<file path="config.mk">
export PLATFORM = sky130hd
export DESIGN_NAME = crc_engine
export DESIGN_NICKNAME = d
export VERILOG_FILES = /design/src/rtl/crc_eng_pkg.sv /design/src/rtl/crc_fifo.sv /design/src/rtl/crc_shifter.sv /design/src/rtl/crc_engine.sv
export SDC_FILE = /design/constraint.sdc
export NUM_CORES = 1
export LEC_CHECK = 0
export BUFFER_PORTS_ARGS = -buffer_cell sky130_fd_sc_hd__clkbuf_2
export CAP_MARGIN = 30
export CELL_PAD_IN_SITES_DETAIL_PLACEMENT = 1
export CELL_PAD_IN_SITES_GLOBAL_PLACEMENT = 1
export CORE_MARGIN = 2
export CORE_UTILIZATION = 43
export CTS_CLUSTER_SIZE = 25
export DETAILED_ROUTE_END_ITERATION = 8
export GPL_ROUTABILITY_DRIVEN = 0
export PLACE_DENSITY_LB_ADDON = 0.25
export SYNTH_ARGS = -nofsm -noshare
export SYNTH_HDL_FRONTEND = slang
export SYNTH_SLANG_ARGS = --single-unit
</file>
<file path="constraint.sdc">
create_clock -name clk -period 9 [get_ports clk]
set_input_delay 1.35 -clock clk [delete_from_list [all_inputs] [get_ports clk]]
set_output_delay 1.35 -clock clk [all_outputs]
set_load 0.05 [all_outputs]
</file>
<file path="src/rtl/crc_eng_pkg.sv">
package crc_eng_pkg;
    localparam int MAXW = 32;
    localparam int LENW = $clog2(MAXW);

    typedef struct packed {
        logic            enable;
        logic            go;
        logic            lsb_first;
        logic            isel;
        logic [LENW-1:0] plen_m1;
        logic [LENW-1:0] dw_m1;
    } ctrl_t;

    // ones in the low (m1+1) positions
    function automatic logic [MAXW-1:0] len_mask(input logic [LENW-1:0] m1);
        logic [MAXW:0] t;
        t = ({{MAXW{1'b0}}, 1'b1} << ({1'b0, m1} + 6'd1)) - {{MAXW{1'b0}}, 1'b1};
        return t[MAXW-1:0];
    endfunction

    // one augmented shift step
    function automatic logic [MAXW-1:0] crc_bit(input logic [MAXW-1:0] c, input logic b,
                                                input logic [MAXW-1:0] poly,
                                                input logic [LENW-1:0] plen_m1);
        logic [MAXW-1:0] n;
        n = {c[MAXW-2:0], b};
        if (c[plen_m1]) n = n ^ poly;
        return n & len_mask(plen_m1);
    endfunction

    // place the word so that the first bit to shift sits at bit 0
    function automatic logic [MAXW-1:0] order_word(input logic [MAXW-1:0] din,
                                                   input logic [LENW-1:0] dw_m1,
                                                   input logic lsb_first);
        logic [MAXW-1:0] r;
        r = '0;
        if (lsb_first) begin
            r = din & len_mask(dw_m1);
        end else begin
            for (int i = 0; i < MAXW; i++)
                if (LENW'(i) <= dw_m1) r[i] = din[dw_m1 - LENW'(i)];
        end
        return r;
    endfunction
endpackage

</file>
<file path="src/rtl/crc_fifo.sv">
module crc_fifo #(
    parameter int W     = 32,
    parameter int DEPTH = 4
) (
    input  logic                       clk,
    input  logic                       rst_n,
    input  logic                       clear,
    input  logic                       push1,
    input  logic                       push2,
    input  logic [W-1:0]               din0,
    input  logic [W-1:0]               din1,
    input  logic                       pop,
    output logic [W-1:0]               dout,
    output logic [$clog2(DEPTH+1)-1:0] level,
    output logic                       empty
);
    localparam int AW = $clog2(DEPTH);
    localparam int LW = $clog2(DEPTH+1);

    typedef struct packed {
        logic [DEPTH-1:0][W-1:0] mem;
        logic [AW-1:0]           wp;
        logic [AW-1:0]           rp;
        logic [LW-1:0]           lvl;
    } fifo_st_t;

    fifo_st_t f_d, f_q;
    logic [LW-1:0] push_n;
    logic          room;

    function automatic logic [AW-1:0] inc(input logic [AW-1:0] p);
        return (p == AW'(DEPTH-1)) ? '0 : p + AW'(1);
    endfunction

    assign push_n = push2 ? LW'(2) : (push1 ? LW'(1) : '0);
    assign room   = ({1'b0, f_q.lvl} + {1'b0, push_n}) <= (LW+1)'(DEPTH);

    always_comb begin
        f_d = f_q;
        if (clear) begin
            f_d.wp  = '0;
            f_d.rp  = '0;
            f_d.lvl = '0;
        end else begin
            if (pop && f_q.lvl != '0) begin
                f_d.rp  = inc(f_q.rp);
                f_d.lvl = f_d.lvl - LW'(1);
            end
            if (room && push_n != '0) begin
                f_d.mem[f_q.wp] = din0;
                if (push2) begin
                    f_d.mem[inc(f_q.wp)] = din1;
                    f_d.wp = inc(inc(f_q.wp));
                end else begin
                    f_d.wp = inc(f_q.wp);
                end
                f_d.lvl = f_d.lvl + push_n;
            end
        end
    end

    always_ff @(posedge clk or negedge rst_n) begin
        if (!rst_n) f_q <= '0;
        else        f_q <= f_d;
    end

    assign dout  = f_q.mem[f_q.rp];
    assign level = f_q.lvl;
    assign empty = (f_q.lvl == '0);
endmodule

</file>
<file path="src/rtl/crc_shifter.sv">
module crc_shifter
    import crc_eng_pkg::*;
#(
    parameter int BPC = 2,
    parameter int NVW = $clog2(BPC+1)
) (
    input  logic [MAXW-1:0] crc_in,
    input  logic [BPC-1:0]  bits,
    input  logic [NVW-1:0]  take,
    input  logic [MAXW-1:0] poly,
    input  logic [LENW-1:0] plen_m1,
    output logic [MAXW-1:0] crc_out
);
    logic [BPC:0][MAXW-1:0] chain;

    assign chain[0] = crc_in;
    for (genvar g = 0; g < BPC; g++) begin : g_step
        assign chain[g+1] = (NVW'(g) < take) ? crc_bit(chain[g], bits[g], poly, plen_m1)
                                             : chain[g];
    end
    assign crc_out = chain[BPC];
endmodule

</file>
<file path="src/rtl/crc_engine.sv">
module crc_engine
    import crc_eng_pkg::*;
#(
    parameter int FIFO_DEPTH   = 4,
    parameter int BITS_PER_CLK = 2
) (
    input  logic        clk,
    input  logic        rst_n,
    input  logic        reg_wr,
    input  logic [2:0]  reg_addr,
    input  logic [31:0] reg_wdata,
    input  logic [3:0]  reg_be,
    output logic [31:0] reg_rdata,
    output logic        irq
);
    localparam int CW  = $clog2(MAXW+1);
    localparam int NVW = $clog2(BITS_PER_CLK+1);
    localparam int LW  = $clog2(FIFO_DEPTH+1);
    localparam logic [2:0] A_CTRL = 3'd0, A_POLY = 3'd1, A_DLO = 3'd2,
                           A_DHI = 3'd3, A_RES = 3'd4;

    typedef struct packed {
        ctrl_t           ctrl;
        logic            flag;
        logic [MAXW-1:0] poly;
        logic [MAXW-1:0] crc;
        logic [15:0]     lo_hold;
        logic [MAXW-1:0] word;
        logic [CW-1:0]   cnt;
    } st_t;

    st_t st_d, st_q;

    logic            f_push1, f_push2, f_pop, f_clear, f_empty;
    logic [MAXW-1:0] f_din0, f_din1, f_dout;
    logic [LW-1:0]   f_level;
    logic [CW-1:0]   take_c;
    logic [MAXW-1:0] sh_out;
    logic            ev_set;

    crc_fifo #(.W(MAXW), .DEPTH(FIFO_DEPTH)) u_fifo (
        .clk(clk), .rst_n(rst_n), .clear(f_clear), .push1(f_push1), .push2(f_push2),
        .din0(f_din0), .din1(f_din1), .pop(f_pop), .dout(f_dout),
        .level(f_level), .empty(f_empty)
    );

    assign take_c = (st_q.cnt > CW'(BITS_PER_CLK)) ? CW'(BITS_PER_CLK) : st_q.cnt;

    crc_shifter #(.BPC(BITS_PER_CLK), .NVW(NVW)) u_shift (
        .crc_in(st_q.crc), .bits(st_q.word[BITS_PER_CLK-1:0]), .take(NVW'(take_c)),
        .poly(st_q.poly), .plen_m1(st_q.ctrl.plen_m1), .crc_out(sh_out)
    );

    always_comb begin
        st_d    = st_q;
        f_push1 = 1'b0;
        f_push2 = 1'b0;
        f_din0  = '0;
        f_din1  = '0;
        f_pop   = 1'b0;
        f_clear = 1'b0;
        ev_set  = 1'b0;

        if (reg_wr) begin
            case (reg_addr)
                A_CTRL: begin
                    if (reg_be[0]) begin
                        st_d.ctrl.enable    = reg_wdata[0];
                        st_d.ctrl.go        = reg_wdata[1];
                        st_d.ctrl.lsb_first = reg_wdata[2];
                        st_d.ctrl.isel      = reg_wdata[3];
                        if (reg_wdata[4]) st_d.flag = 1'b0;
                    end
                    if (reg_be[1]) st_d.ctrl.plen_m1 = reg_wdata[12:8];
                    if (reg_be[2]) st_d.ctrl.dw_m1   = reg_wdata[20:16];
                end
                A_POLY: begin
                    for (int b = 0; b < 4; b++)
                        if (reg_be[b]) st_d.poly[8*b +: 8] = reg_wdata[8*b +: 8];
                end
                A_RES: begin
                    if (!st_q.ctrl.go)
                        for (int b = 0; b < 4; b++)
                            if (reg_be[b]) st_d.crc[8*b +: 8] = reg_wdata[8*b +: 8];
                end
                A_DLO: begin
                    if (st_q.ctrl.enable) begin
                        if (st_q.ctrl.dw_m1 < LENW'(8)) begin
                            if (reg_be[1:0] == 2'b11) begin
                                f_push2 = 1'b1;
                                f_din0  = {24'b0, reg_wdata[7:0]};
                                f_din1  = {24'b0, reg_wdata[15:8]};
                            end else if (reg_be[0]) begin
                                f_push1 = 1'b1;
                                f_din0  = {24'b0, reg_wdata[7:0]};
                            end else if (reg_be[1]) begin
                                f_push1 = 1'b1;
                                f_din0  = {24'b0, reg_wdata[15:8]};
                            end
                        end else if (st_q.ctrl.dw_m1 < LENW'(16)) begin
                            if (|reg_be[1:0]) begin
                                f_push1 = 1'b1;
                                f_din0  = {16'b0, reg_wdata[15:0]};
                            end
                        end else begin
                            if (reg_be[0]) st_d.lo_hold[7:0]  = reg_wdata[7:0];
                            if (reg_be[1]) st_d.lo_hold[15:8] = reg_wdata[15:8];
                        end
                    end
                end
                A_DHI: begin
                    if (st_q.ctrl.enable && st_q.ctrl.dw_m1 >= LENW'(16) && |reg_be[1:0]) begin
                        f_push1 = 1'b1;
                        f_din0  = {reg_wdata[15:0], st_q.lo_hold};
                    end
                end
                default: ;
            endcase
        end

        if (!st_q.ctrl.enable) begin
            f_clear  = 1'b1;
            st_d.cnt = '0;
        end else if (st_q.ctrl.go) begin
            if (st_q.cnt == '0) begin
                if (!f_empty) begin
                    f_pop     = 1'b1;
                    st_d.word = order_word(f_dout, st_q.ctrl.dw_m1, st_q.ctrl.lsb_first);
                    st_d.cnt  = CW'(st_q.ctrl.dw_m1) + CW'(1);
                    if (st_q.ctrl.isel && f_level == LW'(1)) ev_set = 1'b1;
                end
            end else begin
                st_d.crc  = sh_out;
                st_d.word = st_q.word >> take_c;
                st_d.cnt  = st_q.cnt - take_c;
                if (!st_q.ctrl.isel && st_q.cnt <= CW'(BITS_PER_CLK) && f_empty) ev_set = 1'b1;
            end
        end

        if (ev_set) st_d.flag = 1'b1;
    end

    always_ff @(posedge clk or negedge rst_n) begin
        if (!rst_n) st_q <= '0;
        else        st_q <= st_d;
    end

    always_comb begin
        case (reg_addr)
            A_CTRL:  reg_rdata = {11'b0, st_q.ctrl.dw_m1, 3'b0, st_q.ctrl.plen_m1, 2'b0,
                                  f_empty, st_q.flag, st_q.ctrl.isel, st_q.ctrl.lsb_first,
                                  st_q.ctrl.go, st_q.ctrl.enable};
            A_POLY:  reg_rdata = st_q.poly;
            A_RES:   reg_rdata = st_q.crc;
            default: reg_rdata = '0;
        endcase
    end

    assign irq = st_q.flag;

    // plain views for the bound checker
    logic            go_q, flag_q, active_q;
    logic [CW-1:0]   cnt_q;
    logic [MAXW-1:0] crc_q;
    logic [LENW-1:0] dw_m1_q;
    assign go_q     = st_q.ctrl.go;
    assign flag_q   = st_q.flag;
    assign active_q = st_q.ctrl.enable & st_q.ctrl.go;
    assign cnt_q    = st_q.cnt;
    assign crc_q    = st_q.crc;
    assign dw_m1_q  = st_q.ctrl.dw_m1;
endmodule

</file>
==> impl_metrics.tcl <==
set metrics [dict create \
    status "finished clean" \
    p_int_uw 3260 \
    post_cts_resized 0 \
    synth_commonest_cells "398 x nand2_1, 268 x dfrtp_1, 208 x o21ai_0, 185 x nor2_1, 176 x a21oi_1" \
    holdCritStartpoint "u_fifo.f_q[114]" \
    synth-seq-cells 268 \
    grt_pass1_wl_um 122000 \
    ys_top_cells_by_area "dfrtp_1 33%, mux4_2 7.4%, nand2_1 7.4%, mux2i_1 5.5%, o21ai_0 5.1%" \
    setup_tns_ns 0 \
    finalNetCount 2404 \
    cts_buffers 34 \
    htreeDepth 2 \
    cts_root_buf "clkbuf_16" \
    holdPathStages 2 \
    drv_slew 0 \
    drive_gt1_share_pct 15.8 \
    worst_pin_slew_ns 1.04 \
    pwr-share-comb_pct 48.3 \
    hold_class "reg2reg" \
    clkLatencyLatePin_ns 0.57 \
    antenna_found_initial 1 \
    cts_tree "done" \
    antenna_cells 0 \
    synth_edf_count 0 \
    p_leak_uw 0.00923 \
    power_density_mw_per_mm2 268 \
    yosysSeqAreaShare_pct 33.0 \
    post_cts_buffers 0 \
    r2r_start "dw_m1_q[3]" \
    boundaryPins 75 \
    synth_area_per_cell_sq_um 8.61 \
    fin_skew_ns 0.0383 \
    clk_path_buf_depth 3 \
    grt_usage_pct 31.7 \
    critical_path.max_fanout 24 \
    endpoint_kind "register" \
    ys_warn_count 0 \
    worstSetupPathType "reg2reg" \
    finalHoldViolCount 0 \
    grt_overflow_total 0 \
    synth_cell_types 80 \
    critPathLaunchType "register" \
    first_iter_violations 1782 \
    die_area_sq_mm 0.0490 \
    worstHoldEndpoint "u_fifo.f_q[114]" \
    core_area_sq_mm 0.0466 \
    wirelength_um 78500 \
    drcViolationCount 0 \
    synth_top_area_cell "dfrtp_1" \
    netlist_area_sq_mm 0.0203 \
    relSlewSlack_pct 30.6 \
    viasPerCell 6.62 \
    synth_most_common_cell "nand2_1" \
    post_dp_cell_area_sq_mm 0.0211 \
    clock-sinks 268 \
    rr_worst_depth 14 \
    multi_input_area_sq_mm 0.0127 \
    setup_slack_ns 2.71 \
    cts.clk_slew.worst_paths_ns 0.06 \
    final-setup-viol-count 0 \
    final_core_util_pct 47.9 \
    crit_required_ns 9.45 \
    ir_drop_v 0.000162 \
    arrival_ns 6.74 \
    finalInstanceArea_sq_mm 0.0223 \
    grt_pass1_vias 20000 \
    fmax_ghz 0.159 \
    placementRows 79 \
    synth_cells 2358 \
    initial_core_util_pct 43.6 \
    rsz0062_at_grt "false" \
    post-place-ws_ns 2.52 \
    die_w_um 221 \
    regArea_sq_mm 0.00671 \
    ys_async_sr_fraction_pct 100 \
    num_vias 19500 \
    max_cap_viol_count 0 \
    final.period_utilization_pct 69.9 \
    p_switching_uw 2720 \
    avgRoutedWirePerCell_um 26.6 \
    areaGrowthSynthToFinish_pct 9.89 \
    synth_top_area_share_pct 33.0 \
    grt_max_degree 184 \
    rrSetupSlack_ns 2.71 \
    first_pass_iters 6 \
    placement.io_buffers 74 \
    switching_share_pct 45.5 \
    r2r_end "u_fifo.f_q[67]" \
    dp_hpwl_um 55300 \
    cts_hold_buffers 0 \
    die_h_um 221 \
    postSynth.topFlopCell "dfrtp_1" \
    nFillCells 5380 \
    ant_nets 0 \
    post-route-min-period_ns 6.29 \
    power_frac_seq_pct 26.9 \
    clock_power_share_pct 24.8 \
]
## worst max-delay path, cell delays in order (launching register included)
cell and delay [ns]:
dfrtp_1 0.32, buf_4 0.33, clkinv_1 0.51, ha_1 0.64
o21ai_1 0.63, a21oi_1 0.09, o21ai_0 0.43, nor2_1 0.16
ha_1 0.25, fa_1 0.46, nor2_1 0.14, o21ai_0 0.14
a221oi_4 0.68, nand3_1 0.92, o21ai_0 0.46
## routing by layer
layer  up-vias  share of wire, %  global-route usage (%)
li1       8459                 -                       -
met1      9988                43                    44.4
met2       891                45                    48.6
met3       193               7.9                    5.42
met4         0               4.2                    12.8
met5         -                 0                       0
## state kept, by name, summed over array words and instances, names as in the netlist
name and cells:
u_fifo.level 3, u_fifo.f_q 132, go_q 1, irq 1, cnt_q 6, st_q 88, crc_q 32, dw_m1_q 5
## cells in the final DEF (no fill, tap or decap), types with 8 or more instances in the layout
cell type | Yosys | routed
buf_4 | 5 | 34
a211oi_1 | 10 | 10
xnor2_1 | 44 | 43
xor2_1 | 47 | 47
a31oi_1 | 16 | 16
inv_1 | 32 | 32
o21a_1 | 8 | 8
a32oi_1 | 16 | 16
a22oi_1 | 10 | 10
and2_1 | 19 | 19
o311ai_0 | 9 | 9
mux4_2 | 67 | 67
o31ai_1 | 67 | 67
o21ai_0 | 208 | 208
mux2i_1 | 112 | 112
dfrtp_1 | 268 | 266
nor2b_1 | 22 | 22
a21oi_1 | 176 | 176
nor2_1 | 185 | 183
o211ai_1 | 11 | 11
clkbuf_16 | 0 | 35
ha_1 | 41 | 41
o22ai_1 | 41 | 41
nor3_1 | 25 | 22
mux2_2 | 86 | 86
o221ai_1 | 10 | 10
clkbuf_2 | 0 | 73
or3_1 | 15 | 15
nand2b_1 | 11 | 11
nand3_1 | 46 | 46
a21boi_0 | 8 | 8
clkinv_2 | 0 | 8
nand2_1 | 398 | 398
a22o_1 | 29 | 29
## power by group through the flow
| stage | clock [uW] | sequential [uW] | combinational, uW |
|---|---|---|---|
| after global routing | 1550 | 1630 | 3080 |
| after CTS | 1500 | 1600 | 2810 |
| after global placement | 0 | 1610 | 2720 |
| after floorplan | 0 | 1530 | 2070 |
| after detailed placement | 0 | 1620 | 2790 |
| final | 1480 | 1610 | 2890 |
## kinds of logic after synthesis
logic type / share of synthesized area [%]
simple gates: 16.4
flops: 33.0
fa+ha+maj: 2.72
compound gates: 21.5
buf+inv: 4.60
xor+xnor: 3.93
other cells: 0.0185
mux: 17.7
## area by class of cell
type                    count  share of cell area, %
clock inverters            16                  0.920
multi-input cells        1862                   57.1
flip-flops and latches    268                   30.1
well taps                 607                   3.41
repair buffers            117                   3.45
clock buffers              46                   4.43
inverters                  36                  0.606
## worst max path at each step
stage	startpoint	endpoint
after detailed placement	reg_addr[2]	u_fifo.f_q[67]
after CTS	dw_m1_q[3]	u_fifo.f_q[86]
after floorplan	reg_be[1]	u_fifo.f_q[103]
after global placement	reg_addr[2]	u_fifo.f_q[70]
after global routing	dw_m1_q[3]	u_fifo.f_q[25]
final	dw_m1_q[3]	u_fifo.f_q[67]
## per-stage QoR
step	std cells	power (uW)	hold WS, ns
global placement	2883	4330	0.456
global route	2952	6250	0.513
floorplan	2359	3590	0.445
CTS	2951	5910	0.483
detailed placement	2889	4410	0.470
finish	2952	5980	0.479
Power figures use the tool's default switching activity.
